`src/rtl/gpio_irq_pkg.sv`:
```
package gpio_irq_pkg;

  localparam int unsigned DEF_PINS = 32;

  typedef enum logic {
    DET_LEVEL = 1'b0,
    DET_EDGE  = 1'b1
  } det_kind_e;

  // Qualify a transition against polarity and the any-edge override.
  function automatic logic edge_hit(input logic rise, input logic fall,
                                    input logic pol, input logic any_edge);
    if (any_edge) return rise | fall;
    return pol ? rise : fall;
  endfunction

endpackage

```
`src/rtl/gpio_deb_filter.sv`:
```
module gpio_deb_filter (
  input  logic clk,
  input  logic rst,
  input  logic tick_i,
  input  logic en_i,
  input  logic din_i,
  output logic dout_o
);
  logic smp_q;
  logic flt_q;

  // A level is accepted when the current tick sees the value of the last tick.
  always_ff @(posedge clk) begin
    if (rst) begin
      smp_q <= 1'b0;
      flt_q <= 1'b0;
    end else if (tick_i) begin
      smp_q <= din_i;
      if (din_i == smp_q) flt_q <= din_i;
    end
  end

  assign dout_o = en_i ? flt_q : din_i;

  AST_DEB_HOLD: assert property (@(posedge clk) disable iff (rst)
    !tick_i |=> $stable(flt_q));

endmodule

```
`src/rtl/gpio_pin_detect.sv`:
```
module gpio_pin_detect
  import gpio_irq_pkg::*;
(
  input  logic      clk,
  input  logic      rst,
  input  logic      filt_i,
  input  det_kind_e kind_i,
  input  logic      pol_i,
  input  logic      any_edge_i,
  input  logic      clr_i,
  output logic      raw_o
);
  logic prev_q;
  logic rise, fall, hit, raw_d;

  always_comb begin
    rise = filt_i & ~prev_q;
    fall = ~filt_i & prev_q;
    hit  = edge_hit(rise, fall, pol_i, any_edge_i);
    case (kind_i)
      DET_EDGE: raw_d = hit | (raw_o & ~clr_i);
      default:  raw_d = filt_i ~^ pol_i;
    endcase
  end

  always_ff @(posedge clk) begin
    if (rst) begin
      prev_q <= 1'b0;
      raw_o  <= 1'b0;
    end else begin
      prev_q <= filt_i;
      raw_o  <= raw_d;
    end
  end

  AST_EDGE_LATCH: assert property (@(posedge clk) disable iff (rst)
    (kind_i == DET_EDGE && raw_o && !clr_i) |=> raw_o);

endmodule

```
`src/rtl/gpio_sts_combine.sv`:
```
module gpio_sts_combine #(
  parameter int unsigned N_PINS = 32
) (
  input  logic              clk,
  input  logic              rst,
  input  logic [N_PINS-1:0] raw_i,
  input  logic [N_PINS-1:0] en_i,
  input  logic [N_PINS-1:0] mask_i,
  output logic [N_PINS-1:0] msk_o,
  output logic              irq_o
);
  logic [N_PINS-1:0] gated;

  assign gated = raw_i & en_i & ~mask_i;

  always_ff @(posedge clk) begin
    if (rst) begin
      msk_o <= '0;
      irq_o <= 1'b0;
    end else begin
      msk_o <= gated;
      irq_o <= |gated;
    end
  end

  AST_IRQ_OR: assert property (@(posedge clk) disable iff (rst)
    irq_o == (|msk_o));
  AST_MASK_GATE: assert property (@(posedge clk) disable iff (rst)
    (msk_o & ~$past(en_i & ~mask_i)) == '0);
  AST_MASK_RAW: assert property (@(posedge clk) disable iff (rst)
    (msk_o & ~$past(raw_i)) == '0);

endmodule

```
`src/rtl/gpio_irq_detect.sv`:
```
module gpio_irq_detect
  import gpio_irq_pkg::*;
#(
  parameter int unsigned N_PINS = DEF_PINS
) (
  input  logic              clk,
  input  logic              rst,
  input  logic [N_PINS-1:0] pin_lvl_i,
  input  logic [N_PINS-1:0] irq_en_i,
  input  logic [N_PINS-1:0] irq_mask_i,
  input  logic [N_PINS-1:0] edge_sel_i,
  input  logic [N_PINS-1:0] pol_i,
  input  logic [N_PINS-1:0] any_edge_i,
  input  logic [N_PINS-1:0] deb_en_i,
  input  logic              deb_tick_i,
  input  logic              eoi_i,
  input  logic [N_PINS-1:0] eoi_vec_i,
  output logic [N_PINS-1:0] raw_sts_o,
  output logic [N_PINS-1:0] msk_sts_o,
  output logic              irq_o
);
  logic [N_PINS-1:0] filt;
  logic [N_PINS-1:0] clr;

  assign clr = eoi_vec_i & {N_PINS{eoi_i}};

  for (genvar g = 0; g < N_PINS; g++) begin : g_pin
    gpio_deb_filter u_deb (
      .clk    (clk),
      .rst    (rst),
      .tick_i (deb_tick_i),
      .en_i   (deb_en_i[g]),
      .din_i  (pin_lvl_i[g]),
      .dout_o (filt[g])
    );

    gpio_pin_detect u_det (
      .clk        (clk),
      .rst        (rst),
      .filt_i     (filt[g]),
      .kind_i     (det_kind_e'(edge_sel_i[g])),
      .pol_i      (pol_i[g]),
      .any_edge_i (any_edge_i[g]),
      .clr_i      (clr[g]),
      .raw_o      (raw_sts_o[g])
    );
  end

  gpio_sts_combine #(.N_PINS(N_PINS)) u_comb (
    .clk    (clk),
    .rst    (rst),
    .raw_i  (raw_sts_o),
    .en_i   (irq_en_i),
    .mask_i (irq_mask_i),
    .msk_o  (msk_sts_o),
    .irq_o  (irq_o)
  );

  AST_LEVEL_FOLLOW: assert property (@(posedge clk) disable iff (rst)
    ((raw_sts_o ^ $past(pin_lvl_i ~^ pol_i))
     & $past(~edge_sel_i & ~deb_en_i) & {N_PINS{!$past(rst)}}) == '0);

endmodule

```
`config.mk`:
```
export PLATFORM = sky130hd
export DESIGN_NAME = gpio_irq_detect
export DESIGN_NICKNAME = d
export VERILOG_FILES = /design/src/rtl/gpio_irq_pkg.sv /design/src/rtl/gpio_deb_filter.sv /design/src/rtl/gpio_pin_detect.sv /design/src/rtl/gpio_sts_combine.sv /design/src/rtl/gpio_irq_detect.sv
export SDC_FILE = /design/constraint.sdc
export NUM_CORES = 1
export LEC_CHECK = 0
export ABC_AREA = 1
export BUFFER_PORTS_ARGS = -buffer_cell sky130_fd_sc_hd__buf_2
export CORE_MARGIN = 8
export CORE_UTILIZATION = 40
export DETAILED_ROUTE_END_ITERATION = 7
export PLACE_DENSITY = 0.72
export SYNTH_ARGS = -nofsm -noshare
export SYNTH_HDL_FRONTEND = slang
export SYNTH_SLANG_ARGS = --single-unit
export TNS_END_PERCENT = 100
```
`constraint.sdc`:
```
create_clock -name clk -period 2 [get_ports clk]
set_input_delay 0.4 -clock clk [delete_from_list [all_inputs] [get_ports clk]]
set_output_delay 0.4 -clock clk [all_outputs]
set_load 0.05 [all_outputs]
```
==> impl_metrics.yaml <==
pwr:
  pwr-share-seq: 0.409
  pwr-share-clk: 0.403
  power_density_nw_per_um2: 759
  power.switching_mw: 2.51
  p_int_mw: 6.01
  leakagePower_nw: 5.95
  ir_drop_mv: 0.480
  power_frac_comb: 0.188
  sw_frac_of_total: 0.295
  power_mw: 8.52
worst_setup_path:
  critPathLaunch: "g_pin[4].u_det.raw_o"
  critPathMaxFanout: 3
  worst_r2r_startpoint: "g_pin[0].u_deb.flt_q"
  setup.worst_path.start_class: "flop"
  critPathTopFamily: "flip-flops"
  critPathKind: "reg2out"
  worst_case_reg_to_reg_path_depth: 9
  endpoint_kind: "output pin"
  critPathBufInv: 1
  crit_chain: "buf_2"
  timing.critical_path.slowest_stage_cell: "dfxtp_1"
  crit_path_max_incr_delay_ps: 480
  setup.reg_to_reg.worst_slack_ps: 610
  critPathRequiredTime_ps: 1600
  r2r_end: "g_pin[0].u_det.raw_o"
  arrival_ps: 1220
yosys:
  syn_area_um2: 8980
  yosys.cell_types.count: 19
  post-synth-top-count-cell: "nand2_1"
  netlist.top_cell.by_area: "dfxtp_1"
  post_synth_inst_count: 1262
  post_synth.cell_area_avg_um2: 7.12
  synth.top_cells.by_area: "dfxtp_1, nand2_1, ha_1"
  yosys_warnings: 0
  post-synth-top-area-fraction: 0.359
  async_flop_share: 0
  synth.net_count: 1586
  synth-edff-count: 0
  postSynth.topFlopCell: "dfxtp_1"
  synth-seq-area-share: 0.359
  postSynthRegisterBits: 161
  synth.top_cells.by_count: "nand2_1, inv_1, nor2_1"
timing:
  relative_slew_slack: 0.712
  worst_slew_pin_slew_ps: 433
  report.final.slew_viol_count: 0
  post-route-period-util: 0.810
  rsz0062_at_grt: "false"
  finalCriticalPeriod_ps: 1620
  fin_tns_setup_ps: 0
  final-setup-viol-count: 0
  fmaxAchievable_ghz: 0.618
  finalHoldViolCount: 0
  finClkSkew_ps: 10.5
routing:
  detail_route.drc_violations: 0
  first_pass_iters: 5
  detail_route.wl_per_cell_um: 13.4
  route.vias.total: 8678
  via_count_normalized_by_instance_count: 4.70
  detail_route.iter0.violations: 311
  drt_wl_total_um: 24800
  antenna_left: 0
clocking:
  tritoncts: "done"
  post_cts_hold_buffer_count: 0
  cts_setup_buffers: 0
  cts_buffers: 17
  max-clock-path-buffers: 2
  clockRootBuffer: "clkbuf_16"
  cts.sink_count: 161
  h-tree-depth: 4
  clk_pin_slew_ps: 70
  cts.repair.resized: 0
  clkLatencyLatePin_ps: 420
global_route:
  grt_pass1_vias: 8608
  antenna_found_initial: 1
  grt_pass1_wl_um: 40600
  gr-usage-all-layers: 0.178
  grt_max_degree: 97
  grt-ovfl-total: 0
placement:
  dpl.hpwl_um: 20100
  place.port_buffers: 324
  gpl_wtd_cong: 0.846
layout:
  fraction_of_final_layout_cells_sized_beyond_drive_strength_1: 0.260
  area_delta_synth_final_pct: 25.0
  nets: 1873
  filler_cells_inserted: 2233
worst_hold_path:
  hold-path-endpoint: "g_pin[2].u_det.raw_o"
  worst_hold_path.num_cells: 3
  worst_min_path_start: "edge_sel_i[2]"
  holdCritPathClass: "in2reg"
floorplan:
  floorplan.die_area_um2: 27500
  floorplan.core_area_um2: 22400
  rows: 55
  dieHeight_um: 166
  floorplan.initialDensity: 0.402
  die_x_um: 166
  num_io_pins: 325
flow_run:
  cap_viol_max_count: 0
status:
  outcome: "finished, final reports clean"
[worst max path at each step]
stage                                       end  slack (ps)  depth (start not counted)
final                              raw_sts_o[4]         380                          1
after global routing               raw_sts_o[4]         310                          1
after CTS                          raw_sts_o[4]         330                          1
after detailed placement  g_pin[29].u_det.raw_o         400                          8
after global placement    g_pin[29].u_det.raw_o         450                          8
after floorplan           g_pin[11].u_det.raw_o         750                          7
[power by group through the flow]
stage / Combinational, mW / Sequential, mW / Clock, mW
global placement: 1.57 / 3.55 / 0
floorplan: 1.08 / 3.58 / 0
CTS: 1.62 / 3.49 / 3.53
global route: 1.81 / 3.51 / 3.67
finish: 1.60 / 3.49 / 3.44
detailed placement: 1.61 / 3.56 / 0
[placed cells by master (no fill, tap or decap)]
cell type	synthesis	routed
inv_1	206	206
buf_12	2	4
clkbuf_8	1	1
buf_2	15	322
nor3b_1	32	32
buf_6	6	1
nand2_1	340	340
o21ai_0	32	32
o21ai_2	32	32
inv_8	0	1
bufinv_16	0	3
buf_4	34	5
dfxtp_1	161	161
ha_1	64	64
a21oi_1	33	33
nor2_1	170	170
nand3b_1	50	50
clkinvlp_4	0	4
diode_2	0	1
inv_6	0	4
clkinv_2	0	2
clkbuf_16	0	17
a221oi_2	10	10
nand3_1	46	46
a221oi_1	22	22
[worst register-to-register path, delay by kind of cell (launching register included)]
| family | cells | cell delay, ps |
|---|---|---|
| buffers and inverters | 2 | 210 |
| flip-flops | 1 | 310 |
| adder cells (fa/ha/maj) | 1 | 200 |
| AND/OR/NAND/NOR | 3 | 230 |
| AO/OA/AOI/OAI | 3 | 320 |
[sequential cells by signal (all words and copies together) (netlist names)]
| register | flops |
|---|---|
| g_pin.u_deb.flt_q | 32 |
| g_pin.u_deb.smp_q | 32 |
| g_pin.u_det.prev_q | 32 |
| g_pin.u_det.raw_o | 32 |
| u_comb.irq_o | 1 |
| u_comb.msk_o | 32 |
[per-stage QoR]
step	setup WS [ps]	cell area, µm²	std cells	hold slack (ps)	util
6_report	381	11200	1848	227	0.502
5_1_grt	312	11200	1848	207	0.502
4_1_cts	332	11200	1847	197	0.502
3_5_place_dp	401	10600	1815	470	0.474
3_3_place_gp	449	10600	1815	462	0.474
2_1_floorplan	747	8980	1262	454	-
[routing by layer]
metal / global-route usage / vias up / share of wire / wire [µm]
li1: - / 4494 / - / -
met1: 0.203 / 3900 / 0.44 / 10800
met2: 0.311 / 246 / 0.48 / 11800
met3: 0.0452 / 38 / 0.059 / 1460
met4: 0.0751 / 0 / 0.027 / 680
met5: 0 / - / 0 / 0
[final cells by class]
class,instances,area (µm²),area share
clock buffer,18,439,0.0391
timing repair buffer,332,1740,0.155
inverter,206,773,0.0689
multi-input combinational,831,4510,0.402
tap,285,357,0.0318
sequential,161,3220,0.287
clock inverter,14,176,0.0157
antenna,1,2.50,0.000223
[kinds of logic after synthesis]
family                     synth area share
and+or+nand+nor                       0.307
buffers and inverters                 0.139
DFF                                   0.359
AOI/OAI and AO/OA                     0.106
adders and majority gates            0.0892
No activity file was read; power rests on OpenSTA's default activity.
